<file path="src/rtl/sdc_pkg.sv">
package sdc_pkg;

    typedef enum logic [1:0] {
        ST_IDLE = 2'd0,
        ST_ADDR = 2'd1,
        ST_WAIT = 2'd2,
        ST_DONE = 2'd3
    } sdc_state_e;

    typedef enum logic [1:0] {
        MD_NONE      = 2'b00,
        MD_PATH      = 2'b01,
        MD_WORST     = 2'b10,
        MD_WORST_ALT = 2'b11
    } sdc_mode_e;

endpackage

</file>
<file path="src/rtl/sdc_wait_select.sv">
module sdc_wait_select
    import sdc_pkg::*;
#(
    parameter int N_REQ  = 4,
    parameter int WAIT_W = 4,
    parameter int IDW    = 2,
    parameter logic [N_REQ*WAIT_W-1:0] WAIT_TABLE = '0
) (
    input  logic [1:0]        mode,
    input  logic [IDW-1:0]    req_id,
    output logic [WAIT_W-1:0] extra
);

    logic [WAIT_W-1:0] per_req [N_REQ];
    logic [WAIT_W-1:0] run_max [N_REQ];
    logic [WAIT_W-1:0] own_cnt;

    for (genvar i = 0; i < N_REQ; i++) begin : g_entry
        assign per_req[i] = WAIT_TABLE[i*WAIT_W +: WAIT_W];
        if (i == 0) begin : g_first
            assign run_max[i] = per_req[i];
        end else begin : g_rest
            assign run_max[i] = (per_req[i] > run_max[i-1]) ? per_req[i] : run_max[i-1];
        end
    end

    always_comb begin
        own_cnt = '0;
        for (int j = 0; j < N_REQ; j++) begin
            if (int'(req_id) == j) own_cnt = per_req[j];
        end
    end

    always_comb begin
        unique case (sdc_mode_e'(mode))
            MD_NONE:      extra = '0;
            MD_PATH:      extra = own_cnt;
            MD_WORST:     extra = run_max[N_REQ-1];
            MD_WORST_ALT: extra = run_max[N_REQ-1];
            default:      extra = '0;
        endcase
    end

endmodule

</file>
<file path="src/rtl/sdc_countdown.sv">
module sdc_countdown #(
    parameter int WAIT_W = 4
) (
    input  logic              clk,
    input  logic              rst_n,
    input  logic              load,
    input  logic [WAIT_W-1:0] load_val,
    input  logic              dec,
    output logic              zero,
    output logic              last
);

    logic [WAIT_W-1:0] cnt;

    always_ff @(posedge clk) begin
        if (!rst_n) begin
            cnt <= '0;
        end else if (load) begin
            cnt <= load_val;
        end else if (dec && (cnt != '0)) begin
            cnt <= cnt - WAIT_W'(1);
        end
    end

    assign zero = (cnt == '0);
    assign last = (cnt == WAIT_W'(1));

endmodule

</file>
<file path="src/rtl/sdc_sram_if.sv">
module sdc_sram_if
    import sdc_pkg::*;
#(
    parameter int N_REQ  = 4,
    parameter int BUS_AW = 32,
    parameter int BUS_DW = 64,
    parameter int MEM_AW = 21,
    parameter int WAIT_W = 4,
    parameter logic [N_REQ*WAIT_W-1:0] WAIT_TABLE = {4'd5, 4'd0, 4'd2, 4'd3},
    parameter int IDW = (N_REQ > 1) ? $clog2(N_REQ) : 1
) (
    input  logic              clk,
    input  logic              rst_n,
    input  logic [1:0]        mode,
    input  logic              xfer_start,
    input  logic [IDW-1:0]    req_id,
    input  logic              xfer_wr,
    input  logic [BUS_AW-1:0] bus_addr,
    input  logic [BUS_DW-1:0] bus_wdata,
    output logic [BUS_DW-1:0] bus_rdata,
    output logic              addr_ack_n,
    output logic              data_ack_n,
    output logic              mem_cs_n,
    output logic              mem_we_n,
    output logic              mem_re_n,
    output logic [MEM_AW-1:0] mem_addr,
    output logic [BUS_DW-1:0] mem_wdata,
    input  logic [BUS_DW-1:0] mem_rdata
);

    localparam int OFS = $clog2(BUS_DW / 8);
    localparam int TOP = MEM_AW + OFS;

    sdc_state_e        state, state_nx;
    logic [WAIT_W-1:0] extra;
    logic              accept, cnt_zero, cnt_last, capture, strobe_on;
    logic [MEM_AW-1:0] addr_q;
    logic [BUS_DW-1:0] wdata_q, rdata_q;
    logic              wr_q;
    logic              addr_unused;

    assign addr_unused = ^{bus_addr[BUS_AW-1:TOP], bus_addr[OFS-1:0]};

    sdc_wait_select #(
        .N_REQ(N_REQ), .WAIT_W(WAIT_W), .IDW(IDW), .WAIT_TABLE(WAIT_TABLE)
    ) u_sel (
        .mode(mode), .req_id(req_id), .extra(extra)
    );

    sdc_countdown #(.WAIT_W(WAIT_W)) u_cnt (
        .clk(clk), .rst_n(rst_n), .load(accept), .load_val(extra),
        .dec(state == ST_WAIT), .zero(cnt_zero), .last(cnt_last)
    );

    assign accept  = (state == ST_IDLE) && xfer_start;
    assign capture = !wr_q && (((state == ST_ADDR) && cnt_zero) ||
                               ((state == ST_WAIT) && cnt_last));

    // state register
    always_ff @(posedge clk) begin
        if (!rst_n) state <= ST_IDLE;
        else        state <= state_nx;
    end

    // transitions
    always_comb begin
        state_nx = state;
        unique case (state)
            ST_IDLE: if (xfer_start) state_nx = ST_ADDR;
            ST_ADDR: state_nx = cnt_zero ? ST_DONE : ST_WAIT;
            ST_WAIT: if (cnt_last) state_nx = ST_DONE;
            ST_DONE: state_nx = ST_IDLE;
            default: state_nx = ST_IDLE;
        endcase
    end

    // request capture and read capture
    always_ff @(posedge clk) begin
        if (!rst_n) begin
            addr_q  <= '0;
            wdata_q <= '0;
            wr_q    <= 1'b0;
            rdata_q <= '0;
        end else begin
            if (accept) begin
                addr_q  <= bus_addr[TOP-1:OFS];
                wdata_q <= bus_wdata;
                wr_q    <= xfer_wr;
            end
            if (capture) rdata_q <= mem_rdata;
        end
    end

    // outputs
    always_comb begin
        mem_cs_n   = 1'b1;
        strobe_on  = 1'b0;
        addr_ack_n = 1'b1;
        data_ack_n = 1'b1;
        bus_rdata  = '0;
        unique case (state)
            ST_IDLE: ;
            ST_ADDR: begin
                mem_cs_n   = 1'b0;
                strobe_on  = 1'b1;
                addr_ack_n = 1'b0;
            end
            ST_WAIT: begin
                mem_cs_n  = 1'b0;
                strobe_on = 1'b1;
            end
            ST_DONE: begin
                mem_cs_n   = 1'b0;
                data_ack_n = 1'b0;
                if (!wr_q) bus_rdata = rdata_q;
            end
            default: ;
        endcase
    end

    assign mem_we_n  = !(strobe_on && wr_q);
    assign mem_re_n  = !(strobe_on && !wr_q);
    assign mem_addr  = addr_q;
    assign mem_wdata = wdata_q;

endmodule

</file>
<file path="config.mk">
export PLATFORM = sky130hd
export DESIGN_NAME = sdc_sram_if
export DESIGN_NICKNAME = d
export VERILOG_FILES = /design/src/rtl/sdc_pkg.sv /design/src/rtl/sdc_wait_select.sv /design/src/rtl/sdc_countdown.sv /design/src/rtl/sdc_sram_if.sv
export SDC_FILE = /design/constraint.sdc
export NUM_CORES = 1
export LEC_CHECK = 0
export BUFFER_PORTS_ARGS = -buffer_cell sky130_fd_sc_hd__buf_2
export CAP_MARGIN = 15
export CORE_AREA = 3 3 123 125
export CTS_BUF_LIST = sky130_fd_sc_hd__clkbuf_4 sky130_fd_sc_hd__clkbuf_8 sky130_fd_sc_hd__clkbuf_16
export DETAILED_ROUTE_END_ITERATION = 7
export DIE_AREA = 0 0 126 128
export GPL_TIMING_DRIVEN = 1
export PLACE_DENSITY = 0.75
export SYNTH_ARGS = -nofsm -noshare
export SYNTH_HDL_FRONTEND = slang
export SYNTH_SLANG_ARGS = --single-unit
</file>
<file path="constraint.sdc">
create_clock -name clk -period 4.6 [get_ports clk]
set_input_delay 0.46 -clock clk [delete_from_list [all_inputs] [get_ports clk]]
set_output_delay 0.46 -clock clk [all_outputs]
set_load 0.03 [all_outputs]
</file>
Yosys cells after proc, flatten, opt, wreduce, memory -nomap -nowiden
Cells that the tools add are included.

Register bits after elaboration: 156. Input port bits: 168. Logic and storage cells: 57.

$add $sub $neg: 1. Equality and inequality tests: 12. Muxes and demuxes: 17. Reduce and logical (&&, ||, !) cells: 21.

Operator list (count): 2-to-1 mux 64 bit (2); 2-to-1 mux 4 bit (5); == test 2 bit (second input constant) (6); case mux 4 bit (3 select lines) (1); case mux 2 bit (4 select lines) (1); logical AND 1 bit (7); == test 2 x 1 -> 1 bit (second input constant) (3); zero test 2 bit (3); 2-to-1 mux 2 bit (3); 2-to-1 mux 1 bit (5); == test 4 x 1 -> 1 bit (second input constant) (1); zero test 4 bit (1); != test 2 bit (second input constant) (2); nonzero test 4 bit (1); OR reduction 2 bit (2); subtractor 4 x 1 -> 4 bit (second input constant) (1); zero test 1 bit (3); OR reduction 3 bit (1); AND reduction 2 bit (1); nonzero test 2 bit (1); logical OR 1 bit (1).

Longest topological paths before layout
Depth after elaboration: 7. Gate-level depth with buffers: 9.

Hierarchy
Synthesis repeated with hierarchy kept, for this count alone.

Cells, all modules: 795. Area, all modules: 6597.6 um^2.

Modules (own cells, without submodules): sdc_sram_if (instances 1, cells each 747, area an instance 6194.7 um^2, sequential area each 3042.9 um^2); sdc_countdown (instances 1, cells each 35, area an instance 290.3 um^2, sequential area each 80.1 um^2); sdc_wait_select (instances 1, cells each 13, area an instance 112.6 um^2, sequential area each 0.0 um^2).

Worst setup path after synthesis
OpenSTA, ideal clock, no wires.

Kind: flip-flop to output port. Start point: reg state[1]. End point: out bus_rdata[10]. Arrival time: 1.522 ns. Required time: 4.140 ns. Setup slack: 2.618 ns. Cell stages (with the launch flop): 6. Cells stage by stage: dfxtp_1 > ha_1 > inv_1 > nor2_1 > clkbuf_1 > and2_1.

Word-level cells in the longest chain between the ends: 2.

Ends and longest elaborated chain: start, declared (line sdc_sram_if.sv:34) `sdc_state_e state, state_nx;`; start signal, assigned (line sdc_sram_if.sv:62) `else state <= state_nx;`; == test 2 bit (line sdc_sram_if.sv:101) `unique case (state)`; 2-to-1 mux 64 bit (line sdc_sram_if.sv:101); end, declared (line sdc_sram_if.sv:20) `output logic [BUS_DW-1:0] bus_rdata,`.

No other way between the ends.

Final worst setup path
Start point: reg state[0]. End point: reg rdata_q[43].

Word-level cells in the longest chain between the ends: 4. Elaborated cells on any way between the ends: 6.

Ends and longest elaborated chain: == test 2 x 1 -> 1 bit / == test 2 bit (equally long branches) (line sdc_sram_if.sv:56, sdc_sram_if.sv:57); logical AND 1 bit (on tied branches) (line sdc_sram_if.sv:56, sdc_sram_if.sv:57); logical OR 1 bit (*) (line sdc_sram_if.sv:56) `assign capture = !wr_q && (((state == ST_ADDR) && cnt_zero) ||`; logical AND 1 bit (*) (line sdc_sram_if.sv:56); end signal, assigned (line sdc_sram_if.sv:90) `if (capture) rdata_q <= mem_rdata;`; end, declared (line sdc_sram_if.sv:38) `logic [BUS_DW-1:0] wdata_q, rdata_q;`.

Mark *: on every way between the ends. The rest lies on a longest branch, timed or not. A chain may end at the register's enable or synchronous reset.

==> results.py <==
metrics = {
    "status": {
        "status": "finished, final reports clean",
    },
    "global_route": {
        "grt_pass1_wl_um": 26700,
        "antenna_found_initial": 1,
        "overflow": 0,
        "grt_max_degree": 95,
        "grt_pass1_vias": 5502,
        "grt_usage_pct": 20.3,
    },
    "route": {
        "drt_iter0_drc": 289,
        "detail_route.wl_per_cell_um": 13.8,
        "drt-total-wl_um": 17300,
        "avgViaCountPerCell": 4.80,
        "drt.antenna.violating_nets": 0,
        "vias": 6019,
        "dr.pass1.iters": 5,
        "drc": 0,
    },
    "clock_network": {
        "post_cts_resized": 0,
        "cts_buffers": 17,
        "cts_root_buffer": "clkbuf_16",
        "cts_tree": "built",
        "clkSlewWorstSetupHoldPaths_ns": 0.06,
        "clock_latency_ns": 0.42,
        "cts_buffer_depth": 2,
        "h-tree-depth": 4,
        "clock-sinks": 156,
        "hold_buffers": 0,
        "postCtsSetupRepairBufs": 0,
    },
    "placement": {
        "globalplace.congestion": 0.786,
        "hpwl_um": 11800,
        "io_buffers": 310,
    },
    "die": {
        "floorplan.die_area_sq_um": 16100,
        "chipWidth_um": 126,
        "die_h_um": 128,
        "io_pins": 322,
        "rows": 43,
        "core_sq_um": 14000,
        "initial_core_util_pct": 44.0,
    },
    "yosys": {
        "syn_nets": 966,
        "yosys_warnings": 0,
        "synth_seq_cells": 156,
        "yosysSeqAreaShare_pct": 50.8,
        "synth_edf_count": 0,
        "synth-async-reset-ratio_pct": 0,
        "synthFlopType": "dfxtp_1",
        "syn-cell-area_sq_um": 6150,
        "synth_cells": 787,
        "ys_types": 31,
        "syn_avg_cell_area_sq_um": 7.82,
    },
    "timing": {
        "rsz0062_at_grt": "false",
        "setup_viol": 0,
        "setup_tns_ns": 0,
        "relSlewSlack_pct": 21.5,
        "clock_skew_ns": 0.0114,
        "worst_pin_slew_ns": 1.18,
        "fmax_ghz": 0.385,
        "hold_viol": 0,
        "drv_slew": 0,
        "post-route-min-period_ns": 2.60,
        "post-route-period-util_pct": 56.4,
    },
    "layout": {
        "multi_input_area_sq_um": 2690,
        "seq_area_sq_um": 3120,
        "utilization_pct": 59.0,
        "filler_cell_count": 1316,
        "drive_above_1_share_pct": 33.0,
        "final_nets": 1243,
        "areaGrowthSynthToFinish_pct": 34.1,
    },
    "critical_path": {
        "crit_required_ns": 4.87,
        "endpoint_kind": "register",
        "worstPathMaxFanout": 64,
        "arrival_ns": 2.87,
        "worstSetupStartpoint": "state[0]$_SDFFE_PN0P_",
        "cp-start-kind": "register",
        "rr_startpoint": "state[0]$_SDFFE_PN0P_",
        "path_class": "reg2reg",
    },
    "power": {
        "powerDensity_nw_per_um2": 568,
        "ir_drop_v": 0.000414,
        "leakagePower_nw": 3.88,
    },
    "worst_hold_path": {
        "holdCritStartpoint": "bus_wdata[49]",
        "hold_path_class": "in2reg",
    },
    "run": {
        "maxCapViolations": 0,
    },
}
placed cells by master (no fill, tap or decap), types with 2 or more instances in the layout:
cell | synthesis | routed
a21oi_1 | 152 | 152
a311oi_1 | 3 | 3
and2_1 | 65 | 64
and2_2 | 1 | 2
buf_2 | 3 | 310
buf_4 | 2 | 4
bufinv_16 | 0 | 2
clkbuf_16 | 0 | 17
clkbuf_4 | 0 | 4
clkinv_2 | 0 | 2
clkinvlp_4 | 0 | 2
dfxtp_1 | 156 | 156
ha_1 | 11 | 11
inv_1 | 11 | 10
nand2_1 | 305 | 304
nand3_1 | 2 | 2
nor2_1 | 3 | 2
nor3_1 | 4 | 4
o21ai_0 | 3 | 3
synthesized netlist by cell type, types with 2 or more instances:
master	n	area share (%)
inv_1	11	0.67
nand3_1	2	0.16
o21ai_0	3	0.24
buf_4	2	0.24
buf_1	3	0.18
nor2_1	3	0.18
a311oi_1	3	0.43
buf_6	12	2.2
and2_1	65	6.6
a21oi_1	152	12
ha_1	11	2.2
clkbuf_1	37	2.3
nand2_1	305	19
dfxtp_1	156	51
buf_2	3	0.24
nor3_1	4	0.33
worst max-delay path, stage by stage (launching register included):
cell and delay (ns):
dfxtp_1 0.32, inv_1 0.14, ha_1 0.35, a22oi_2 0.12, or4_2 1.10, nand2_1 0.28
a21oi_1 0.10
where the power goes:
group	total [mW]	switching [mW]	internal [mW]	leakage, nW
Sequential	1.78	0.137	1.64	1.27
Clock	1.35	0.522	0.826	0.276
Combinational	1.56	1.11	0.458	2.33
Total	4.69	1.77	2.92	3.88
sequential cells by signal, indices dropped and copies added (netlist names):
| register | cells |
|---|---|
| mem_wdata | 64 |
| wr_q | 1 |
| mem_addr | 21 |
| rdata_q | 64 |
| u_cnt.cnt | 4 |
| state | 2 |
cells by family (layout without fill, tap and decap cells):
group                      after synthesis  in the layout  synth area share [%]
DFF                                    156            156                  50.8
buffers and inverters                   68            355                  5.79
AOI/OAI and AO/OA                      164            164                  13.9
muxes                                    1              1                 0.163
adders and majority gates               11             11                  2.24
other                                    0              1                     0
and+or+nand+nor                        387            387                  27.1
routing by layer:
metal / GRT usage (%) / vias up / routed length [um] / part of all wire [%]
li1: - / 3068 / - / -
met1: 24.7 / 2703 / 7100 / 41
met2: 33.7 / 229 / 8400 / 49
met3: 6.83 / 19 / 1540 / 8.9
met4: 6.81 / 0 / 273 / 1.6
met5: 0 / - / 0 / 0
final timing paths:
check,to,slack (ns),cells after the start
worst max-delay path,rdata_q[43]$_SDFFE_PN0P_,2.00,6
worst max register to register,rdata_q[43]$_SDFFE_PN0P_,2.00,6
worst min-delay path,mem_wdata[49]$_SDFFE_PN0P_,0.27,3
worst min register to register,rdata_q[8]$_SDFFE_PN0P_,0.45,2
metrics by stage:
| step | hold WS, ns | setup slack [ns] | cell area (sq um) | instances | power, mW |
|---|---|---|---|---|---|
| 6_report | 0.275 | 2.00 | 8250 | 1255 | 4.69 |
| 2_1_floorplan | 0.432 | 2.62 | 6150 | 787 | 3.02 |
| 4_1_cts | 0.258 | 1.72 | 8230 | 1253 | 4.73 |
| 5_1_grt | 0.265 | 1.85 | 8250 | 1255 | 4.98 |
| 3_5_place_dp | 0.442 | 2.06 | 7660 | 1224 | 3.38 |
| 3_3_place_gp | 0.437 | 2.08 | 7660 | 1224 | 3.34 |
layout make-up:
class | instances | share of cell area, %
Tap cell | 180 | 2.73
Inverter | 11 | 0.531
Sequential cell | 156 | 37.9
Antenna cell | 1 | 0.0303
Timing Repair Buffer | 315 | 19.4
Multi-Input combinational cell | 563 | 32.6
Clock buffer | 22 | 5.69
Clock inverter | 7 | 1.14
Note: power is estimated with default switching activity, not from simulation.
